==> config.mk <==
export PLATFORM = sky130hd
export DESIGN_NAME = sflag_top
export DESIGN_NICKNAME = d
export VERILOG_FILES = /design/src/rtl/sflag_pkg.sv /design/src/rtl/sflag_sync.sv /design/src/rtl/sflag_cell.sv /design/src/rtl/sflag_fault.sv /design/src/rtl/sflag_top.sv
export SDC_FILE = /design/constraint.sdc
export NUM_CORES = 1
export LEC_CHECK = 0
export BUFFER_PORTS_ARGS = -buffer_cell sky130_fd_sc_hd__buf_2
export CAP_MARGIN = 20
export CORE_AREA = 2 2 39 41
export DETAILED_ROUTE_END_ITERATION = 6
export DIE_AREA = 0 0 41 43
export PLACE_DENSITY = 0.53
export SLEW_MARGIN = 10
export SYNTH_ARGS = -nofsm -noshare
export SYNTH_HDL_FRONTEND = slang
export SYNTH_SLANG_ARGS = --single-unit
==> constraint.sdc <==
create_clock -name clk -period 1.9 [get_ports clk]
set_clock_uncertainty 0.2 [all_clocks]
set_input_delay 0.19 -clock clk [delete_from_list [all_inputs] [get_ports clk]]
set_output_delay 0.19 -clock clk [all_outputs]
set_load 0.01 [all_outputs]
==> src/rtl/sflag_pkg.sv <==
// Package: shared constants and types for the serial status flag block.
// Assumes two flags; the bit positions are also the status word layout.
package sflag_pkg;
    localparam int NUM_FLAGS = 2;
    localparam int FLAG_RXF  = 0;
    localparam int FLAG_ERR  = 1;

    // Set and hardware-clear request for one flag in one cycle.
    typedef struct packed {
        logic set;
        logic hw_clr;
    } flag_evt_t;
endpackage

==> src/rtl/sflag_sync.sv <==
// Module: sflag_sync
// Brings an asynchronous active-low pin into the clock domain through
// STAGES flops, then presents the synchronized level and a 0-to-1 edge.
// Assumes the pin idles high, so every stage resets to 1.
module sflag_sync #(
    parameter int STAGES = 2
) (
    input  logic clk,
    input  logic rst_n,
    input  logic pin_i,
    output logic level_o,
    output logic rise_o
);
    localparam int LAST = STAGES;
    localparam int TAP  = STAGES - 1;

    logic [LAST:0] chain_q;

    // Shift the pin through the synchronizer and one extra history flop.
    always_ff @(posedge clk) begin
        if (!rst_n) begin
            chain_q <= '1;
        end else begin
            chain_q <= {chain_q[LAST-1:0], pin_i};
        end
    end

    // Synchronized level and rising edge taken from the last two stages.
    always_comb begin
        level_o = chain_q[TAP];
        rise_o  = chain_q[TAP] & ~chain_q[LAST];
    end
endmodule

==> src/rtl/sflag_cell.sv <==
// Module: sflag_cell
// One status flag with a read-before-clear latch. A status read that sees
// the flag at 1 arms the latch. A status write of 0 clears the flag only
// when the latch is armed, and every write disarms the latch. A set event
// beats every clear event in the same cycle.
// Assumes all strobes are single-cycle and synchronous to clk.
module sflag_cell (
    input  logic clk,
    input  logic rst_n,
    input  logic set_i,
    input  logic hw_clr_i,
    input  logic rd_i,
    input  logic wr_i,
    input  logic wbit_i,
    output logic flag_o
);
    logic flag_q;
    logic seen_q;
    logic flag_d;
    logic seen_d;
    logic sw_clr;

    // Next-state logic: set has priority over hardware and software clear.
    always_comb begin
        sw_clr = wr_i & ~wbit_i & seen_q;
        if (set_i) begin
            flag_d = 1'b1;
        end else if (hw_clr_i | sw_clr) begin
            flag_d = 1'b0;
        end else begin
            flag_d = flag_q;
        end
        if (wr_i) begin
            seen_d = 1'b0;
        end else begin
            seen_d = seen_q | (rd_i & flag_q);
        end
        seen_d = seen_d & flag_d;
    end

    // Flag and latch registers.
    always_ff @(posedge clk) begin
        if (!rst_n) begin
            flag_q <= 1'b0;
            seen_q <= 1'b0;
        end else begin
            flag_q <= flag_d;
            seen_q <= seen_d;
        end
    end

    assign flag_o = flag_q;
endmodule

==> src/rtl/sflag_fault.sv <==
// Module: sflag_fault
// Mode-fault detection and sequencer control. In master mode a low
// synchronized chip-select is a conflict. In slave mode a chip-select
// rise while busy is an incomplete transfer. A fault arms a sticky halt
// that only a sequencer reset removes. The module also keeps the
// registered transfer-active state, which the sequencer reset clears.
// Assumes the chip-select inputs are already synchronized.
module sflag_fault (
    input  logic clk,
    input  logic rst_n,
    input  logic master_i,
    input  logic cs_level_i,
    input  logic cs_rise_i,
    input  logic xfer_active_i,
    input  logic seq_rst_i,
    input  logic err_i,
    output logic fault_o,
    output logic halt_o,
    output logic busy_o
);
    logic halt_q;
    logic act_q;
    logic conflict;
    logic incomplete;

    // Fault decode for the current mode.
    always_comb begin
        conflict   = master_i & ~cs_level_i;
        incomplete = ~master_i & cs_rise_i & act_q;
        fault_o    = conflict | incomplete;
    end

    // Sticky halt: a fault sets it (and wins), a sequencer reset clears it.
    always_ff @(posedge clk) begin
        if (!rst_n) begin
            halt_q <= 1'b0;
        end else if (fault_o) begin
            halt_q <= 1'b1;
        end else if (seq_rst_i) begin
            halt_q <= 1'b0;
        end
    end

    // Registered transfer-active state, forced idle by a sequencer reset.
    always_ff @(posedge clk) begin
        if (!rst_n) begin
            act_q <= 1'b0;
        end else if (seq_rst_i) begin
            act_q <= 1'b0;
        end else begin
            act_q <= xfer_active_i;
        end
    end

    assign halt_o = halt_q | err_i;
    assign busy_o = act_q;
endmodule

==> src/rtl/sflag_top.sv <==
// Module: sflag_top
// Status flags of a master/slave synchronous serial port: receive-full
// and conflict/incomplete error, with a halt output to the sequencer.
// Assumes strobes are single-cycle; the chip-select pin is asynchronous.
module sflag_top #(
    parameter int SYNC_STAGES = 2
) (
    input  logic       clk,
    input  logic       rst_n,
    input  logic       xfer_done_i,
    input  logic       data_rd_i,
    input  logic       dma_rd_i,
    input  logic       stat_rd_i,
    input  logic       stat_wr_i,
    input  logic [1:0] stat_wdata_i,
    input  logic       cs_n_i,
    input  logic       master_i,
    input  logic       xfer_active_i,
    input  logic       seq_rst_i,
    output logic [1:0] stat_rdata_o,
    output logic       rx_full_o,
    output logic       err_o,
    output logic       halt_o,
    output logic       busy_o
);
    import sflag_pkg::*;

    logic                 cs_level;
    logic                 cs_rise;
    logic                 fault;
    logic [NUM_FLAGS-1:0] flags;
    flag_evt_t            evt [NUM_FLAGS];

    sflag_sync #(.STAGES(SYNC_STAGES)) u_sync (
        .clk     (clk),
        .rst_n   (rst_n),
        .pin_i   (cs_n_i),
        .level_o (cs_level),
        .rise_o  (cs_rise)
    );

    sflag_fault u_fault (
        .clk           (clk),
        .rst_n         (rst_n),
        .master_i      (master_i),
        .cs_level_i    (cs_level),
        .cs_rise_i     (cs_rise),
        .xfer_active_i (xfer_active_i),
        .seq_rst_i     (seq_rst_i),
        .err_i         (flags[FLAG_ERR]),
        .fault_o       (fault),
        .halt_o        (halt_o),
        .busy_o        (busy_o)
    );

    // Route the hardware events to each flag.
    always_comb begin
        evt[FLAG_RXF].set    = xfer_done_i;
        evt[FLAG_RXF].hw_clr = data_rd_i | dma_rd_i;
        evt[FLAG_ERR].set    = fault;
        evt[FLAG_ERR].hw_clr = 1'b0;
    end

    // One flag cell per status bit.
    for (genvar g = 0; g < NUM_FLAGS; g++) begin : g_flag
        sflag_cell u_cell (
            .clk      (clk),
            .rst_n    (rst_n),
            .set_i    (evt[g].set),
            .hw_clr_i (evt[g].hw_clr),
            .rd_i     (stat_rd_i),
            .wr_i     (stat_wr_i),
            .wbit_i   (stat_wdata_i[g]),
            .flag_o   (flags[g])
        );
    end

    assign stat_rdata_o = flags;
    assign rx_full_o    = flags[FLAG_RXF];
    assign err_o        = flags[FLAG_ERR];
endmodule

======== Yosys cells after proc, flatten, opt, wreduce, memory -nomap -nowiden ========
Cells that the tools add are included.
operators by class
  muxes and demuxes ....................... 8
  bitwise gates (word level) .............. 24
  reductions and logical operators ........ 2
operator list
  operator           count
  $and 1x1->1        12
  $mux 1             8
  $not 1->1          6
  $or 1x1->1         6
  $reduce_bool 2->1  1
  $reduce_or 2->1    1
storage, ports and cells
  output and inout port bits .............. 6
  word-level logic and storage cells ...... 41
  register bits ........................... 9
  input port bits ......................... 13

======== Depth between registers and ports, before layout ========
Gate-level depths: netlist of run 1.
  depth after elaboration ................. 7
  depth in mapped cells ................... 3

======== Hierarchy ========
Synthesis of run 1 repeated with hierarchy kept, for this count alone.
second synthesis, totals
  cell total of the unflattened synthesis .. 38
  area total of the unflattened synthesis .. 360.3 µm²
by module, submodules not included
  module       times used  seq. area each (µm²)  area an instance (µm²)  cells each
  sflag_cell   2           40.0                  77.6                    8
  sflag_sync   1           60.1                  92.6                    7
  sflag_fault  1           40.0                  87.6                    11
  sflag_top    1           0.0                   25.0                    4

======== Least setup slack after synthesis of run 1 ========
No wires, ideal clock.
  path type ............................... reg-to-reg
  start point ............................. reg u_fault.act_q (netlist: u_fault.busy_o)
  end point ............................... reg g_flag[1].u_cell.flag_q
  arrival ................................. 0.773 ns
  library setup time ...................... 0.135 ns
  required time ........................... 1.565 ns
  buffers on the path ..................... 0
  slack ................................... 0.793 ns
  stages on the path, launching flop included .. 4
  path through ............................ dfxtp_1 > nor3b_2 > mux2i_1 > a21boi_0
on the way
  word-level cells in the longest chain between the ends .. 3
RTL lines
  item                    RTL line           text
  start, declared         sflag_fault.sv:22  logic act_q;
  start signal, assigned  sflag_fault.sv:51  act_q <= xfer_active_i;
  $and 1x1->1             sflag_fault.sv:29  incomplete = ~master_i & cs_rise_i & act_q;
  $or 1x1->1              sflag_fault.sv:30  fault_o = conflict | incomplete;
  $mux 1                  sflag_cell.sv:26   if (set_i) begin
  end signal, assigned    sflag_cell.sv:47   flag_q <= flag_d;
  end, declared           sflag_cell.sv:17   logic flag_q;
Every way passes these cells.
A chain may end at the register's enable or synchronous reset.

======== Worst setup path in the final report of run 1 ========
  start point ............................. in rst_n
  end point ............................... reg u_fault.act_q (netlist: u_fault.busy_o)
on the way
  word-level cells in the longest chain between the ends .. 2
RTL lines
  item                       RTL line        text
  start, declared            sflag_top.sv:9  input logic rst_n,
  $not 1->1 (no line)        n/a
  $reduce_or 2->1 (no line)  n/a
Every way passes these cells.

==> results of run 1 <==
worst paths after layout:
path                                   startpoint                      end  cells past startpoint
worst min register to register  u_sync.chain_q[0]        u_sync.chain_q[1]                      1
worst max-delay path                        rst_n           u_fault.busy_o                      5
worst min-delay path                     dma_rd_i  g_flag[0].u_cell.seen_q                      4
worst max register to register     u_fault.busy_o           u_fault.halt_q                      3
registers in the layout, indices dropped and copies added, names as in the netlist:
register / cells
g_flag.u_cell.flag_o: 2
u_sync.chain_q: 3
u_fault.halt_q: 1
g_flag.u_cell.seen_q: 2
u_fault.busy_o: 1
per-layer routing:
layer  share of wire (%)  global-route usage [%]
met3                 6.0                    3.14
met1                  51                    10.4
met4                   0                    8.00
met2                  43                    11.6
met5                   0                       0
kinds of logic (layout without fill, tap and decap cells):
family,count (synthesis),in the layout
and+or+nand+nor,16,16
AOI/OAI and AO/OA,6,6
DFF,9,9
muxes,1,1
buffers and inverters,3,29
power by group:
part	total [mW]	internal, mW	switching, mW
logic	0.0473	0.0290	0.0183
registers	0.199	0.195	0.00361
clock network	0.138	0.0803	0.0578
total	0.384	0.305	0.0797
placed cells by master, fill, tap and decap left out, drive strengths merged:
| master | n |
|---|---|
| nor2 | 2 |
| a211oi | 1 |
| a21boi | 2 |
| dlygate4sd3 | 6 |
| nand2b | 5 |
| nand2 | 2 |
| clkbuf | 4 |
| nor3b | 2 |
| nor3 | 1 |
| nand3b | 2 |
| inv | 1 |
| buf | 18 |
| dfxtp | 9 |
| a21oi | 3 |
| mux2i | 1 |
| or2 | 1 |
| nor2b | 1 |
final cells by class:
type	instances	area share (%)
sequential	9	33.6
multi-input combinational	23	29.1
timing repair buffer	24	28.0
clock buffer	4	4.90
tap	16	3.73
inverter	1	0.699
critical path, cell delays in order:
cell and delay (ps):
dlygate4sd3_1 530, buf_2 170, nand2_1 70, nor2_1 40, dlygate4sd3_1 540
timing repair:
item	in CTS	in global routing
resized for setup	0	0
hold endpoints to repair	5	0
hold buffers	6	0
through the flow:
step                      setup slack [ps]  hold slack [ps]  utilization, %  cell area (sq um)  power, mW
after floorplan                        793             61.5               -                355      0.222
after global placement                 765              165            32.5                450      0.242
after detailed placement               743              173            32.5                450      0.242
after CTS                              301             34.1            38.8                537      0.395
after global routing                   270             49.5            38.8                537      0.410
final                                  303             44.9            38.8                537      0.384
==> flow_metrics.tcl, run 1 <==
set metrics [dict create \
    critPathRequiredTime_ps 1840 \
    die_area_sq_mm 0.00176 \
    grt_antenna_before_repair 0 \
    yosys_warnings 0 \
    rsz0062_at_grt "no" \
    ys_seq_elements 9 \
    syn2layout_area_growth_pct 51.1 \
    postRouteWirelength_um 632 \
    p_leak_nw 0.239 \
    postSynthAreaPerCell_sq_um 10.2 \
    synth_edf_count 0 \
    dp.final_hpwl_um 464 \
    cts_root_buffer "clkbuf_4" \
    core_sq_mm 0.00138 \
    synth_flop_cell "dfxtp_1" \
    yosysTopAreaCell "dfxtp_1" \
    drive_above_1_share_pct 41.0 \
    synth_area_sq_um 355 \
    vias 304 \
    start_kind "primary input" \
    grt-ovfl-total 0 \
    reg2reg_slack_ps 760 \
    grt_max_degree 9 \
    vdd_drop_max_v 0.000370 \
    worst_pin_slew_ps 259 \
    cts_max_path_buffers 2 \
    relSlewSlack_pct 82.2 \
    synth_mux_area_share_pct 2.82 \
    cts.clk_slew.worst_paths_ps 60 \
    powerDensity_mw_per_mm2 716 \
    synthAdderAreaFrac_pct 0 \
    min_period_ps 1600 \
    drt_iter0_markers 4 \
    gp_congestion 0.670 \
    grt_pass1_wl_um 1000 \
    num_rows 14 \
    max_freq_mhz 626 \
    slew_violations 0 \
    seq_area_sq_um 180 \
    fillers 141 \
    finalSetupViolations 0 \
    synth_most_common_cell "dfxtp_1" \
    async_flop_share_pct 0 \
    htree_num_levels 1 \
    fin_tns_setup_ps 0 \
    grt_pass1_vias 278 \
    start_util_pct 25.7 \
    ys_top_cells_by_area "dfxtp_1, nand2b_1, nor3b_2" \
    first_pass_iters 3 \
    grtUsageTotal_pct 8.75 \
    cap_violations 0 \
    worstSetupPathType "primary input to register" \
    ant_nets 0 \
    status "finished clean" \
    synth_nets 48 \
    synth_simple_gate_area_share_pct 29.2 \
    cp-end-kind "register" \
    synthDistinctLibCells 15 \
    seq_area_frac_synth_pct 50.7 \
    hold_viol_final 0 \
    cts_setup_buffers 0 \
    synth_xor_xnor_area_share_pct 0 \
    ys_top_cells_by_count "dfxtp_1, nand2b_1, a21oi_1" \
    fin_crit_sh_pct 84.1 \
    clkLatencyLatePin_ps 250 \
    yosys.area.top_type_share_pct 50.7 \
    die_h_um 43 \
    num_io_pins 19 \
    syn_inst 35 \
    nets 75 \
    drc 0 \
    cts_buffers 3 \
    min_path_type "primary input to register" \
    multi_input_area_sq_um 156 \
    synth_top_family_by_area "simple AND/OR/NAND/NOR gates" \
    via_per_inst 3.95 \
    cts_tree "done" \
    die_w_um 41 \
    synth_compound_area_share_pct 12.0 \
    cts_num_sinks 9 \
    critical_path.max_fanout 8 \
    cp.arrival_ps 1530 \
    final_cells 77 \
    wl_per_cell_um 8.21 \
    place_inst 67 \
    diodes 0 \
    port_buffers 18 \
]
No activity file was read; power rests on OpenSTA's default activity.
==> run 2, diff against run 1 <==
- ABC_AREA: unset -> 1
- PLACE_DENSITY: 0.53 -> 0.55
- clock period: 1.9 -> 1.6 ns (I/O delays scaled with it)
==> flow_metrics.tcl, run 2 <==
set metrics [dict create \
    seq_area_frac_synth_pct 48.2 \
    finalSetupViolations 0 \
    grt_pass1_vias 317 \
    min_path_type "primary input to register" \
    cts_num_sinks 9 \
    syn_inst 47 \
    cts_root_buffer "clkbuf_4" \
    vias 357 \
    p_switching_mw 0.104 \
    max_stage_delay_ps 540 \
    power_frac_seq_pct 50.8 \
    max_freq_mhz 666 \
    cp-end-kind "register" \
    syn2layout_area_growth_pct 48.5 \
    start_kind "primary input" \
    grt-ovfl-total 0 \
    num_io_pins 19 \
    die_area_sq_mm 0.00176 \
    ant_nets 0 \
    synthDistinctLibCells 15 \
    synth_area_sq_um 374 \
    vdd_drop_max_v 0.000301 \
    grtUsageTotal_pct 9.17 \
    num_rows 14 \
    yosysTopAreaCell "dfxtp_1" \
    p_int_mw 0.361 \
    fin_crit_sh_pct 93.8 \
    crit_family "buffers and inverters" \
    die_h_um 43 \
    gp_congestion 0.677 \
    status "finished clean" \
    yosys_warnings 0 \
    cts_max_path_buffers 2 \
    nets 87 \
    fin_tns_setup_ps 0 \
    synth_nets 60 \
    worst_pin_slew_ps 124 \
    yosys.area.top_type_share_pct 48.2 \
    min_period_ps 1500 \
    start_util_pct 27.0 \
    worstSetupPathType "primary input to register" \
    postRouteWirelength_um 670 \
    slew_violations 0 \
    postSynthAreaPerCell_sq_um 7.96 \
    async_flop_share_pct 0 \
    slowest_stage "dlygate4sd3_1" \
    via_per_inst 4.01 \
    synth_most_common_cell "dfxtp_1" \
    largest_reg_flops 3 \
    grt_pass1_wl_um 1050 \
    drc 0 \
    grt_max_degree 8 \
    path_cells "dlygate4sd3_1, buf_2, nand2_1, nor2_1, dlygate4sd3_1" \
    hold_slack_ps 13.1 \
    cp.arrival_ps 1440 \
    path_buf_inv 3 \
    powerDensity_mw_per_mm2 837 \
    top_register "u_sync.chain_q" \
    hold_viol_final 0 \
    drive_above_1_share_pct 41.1 \
    combinationalPowerShare_pct 12.8 \
    wl_per_cell_um 7.53 \
    core_sq_mm 0.00138 \
    drt_iter0_markers 2 \
    mostFrequentLayoutCell "buf_2" \
    swShare_pct 22.3 \
    rsz0062_at_grt "no" \
    htree_num_levels 1 \
    crit_top_cell "dlygate4sd3_1" \
    first_pass_iters 2 \
    synth_edf_count 0 \
    cts_setup_buffers 0 \
    ys_seq_elements 9 \
    grt_antenna_before_repair 0 \
    die_w_um 41 \
    synth_flop_cell "dfxtp_1" \
    relSlewSlack_pct 91.7 \
    clkPwrFrac_pct 36.4 \
    cts_buffers 3 \
    final_cell_mix "buf_2, dfxtp_1, nand2_1, dlygate4sd3_1" \
    port_buffers 18 \
    cap_violations 0 \
    cts_tree "done" \
    clkLatencyLatePin_ps 250 \
    diodes 0 \
    critPathRequiredTime_ps 1540 \
    cts.clk_slew.worst_paths_ps 60 \
    dp.final_hpwl_um 522 \
    ys_top_cells_by_area "dfxtp_1, nand2_1, inv_1" \
    ys_top_cells_by_count "dfxtp_1, nand2_1, inv_1, nor2_1" \
    critical_path.max_fanout 3 \
    p_leak_nw 0.284 \
]
## run 2: cell types whose count changed in the layout (fill, tap and decap cells not counted), moves of 3 or more
cell	delta
nand2b_1	-5
inv_1	+4
nand3_1	+3
nor2_1	+3
nand2_1	+5
## run 2: what timing repair did
item,4_1_cts,5_1_grt
hold buffers,6,0
gates resized for setup,0,0
endpoints found under the hold margin,6,0
## run 2: tightest hold or removal path, cell delays in order
cell     delay (ps)
buf_2            70
nor2_1           30
nand3_1          90
a21oi_1          60
## run 2: cells by family after synthesis
group | after synthesis | share of synthesized area (%)
AND/OR/NAND/NOR | 24 | 33.4
AO/OA/AOI/OAI | 5 | 7.36
flip-flops | 9 | 48.2
buffers and inverters | 9 | 11.0
## run 2: cell type report
class	count	area, sq um
tap	16	20.0
multi-input combinational	29	153
sequential	9	180
fill	149	828
inverter	7	26.3
clock buffer	4	26.3
timing repair buffer	24	150
## run 2: path summary, 6_finish.rpt
kind / from / slack, ps / end / depth (start not counted)
max: rst_n / 100 / u_fault.busy_o / 5
min: data_rd_i / 10 / g_flag[0].u_cell.flag_o / 4
max reg2reg: g_flag[1].u_cell.seen_q / 640 / g_flag[1].u_cell.seen_q / 5
min reg2reg: u_sync.chain_q[0] / 210 / u_sync.chain_q[1] / 1
## run 2: power by group through the flow
stage	Sequential [mW]	Combinational (mW)	Clock [mW]
finish	0.236	0.0596	0.169
global route	0.237	0.0681	0.189
CTS	0.236	0.0606	0.178
detailed placement	0.241	0.0499	0
global placement	0.241	0.0497	0
floorplan	0.242	0.0249	0
## run 2: per-layer routing
metal,wire (um),global-route usage [%],vias up
met5,0,0,-
met4,19,10.0,0
met3,67,2.09,2
met2,288,14.4,17
met1,295,8.47,144
li1,-,-,194
## run 2: metrics by stage
stage | std cells | util [%] | setup slack, ps | power [mW] | cell area (sq um)
2_1_floorplan | 47 | - | 591 | 0.267 | 374
3_3_place_gp | 79 | 33.9 | 531 | 0.290 | 469
3_5_place_dp | 79 | 33.9 | 520 | 0.291 | 469
4_1_cts | 89 | 40.1 | 113 | 0.475 | 556
5_1_grt | 89 | 40.1 | 80.6 | 0.494 | 556
6_report | 89 | 40.1 | 99.0 | 0.465 | 556
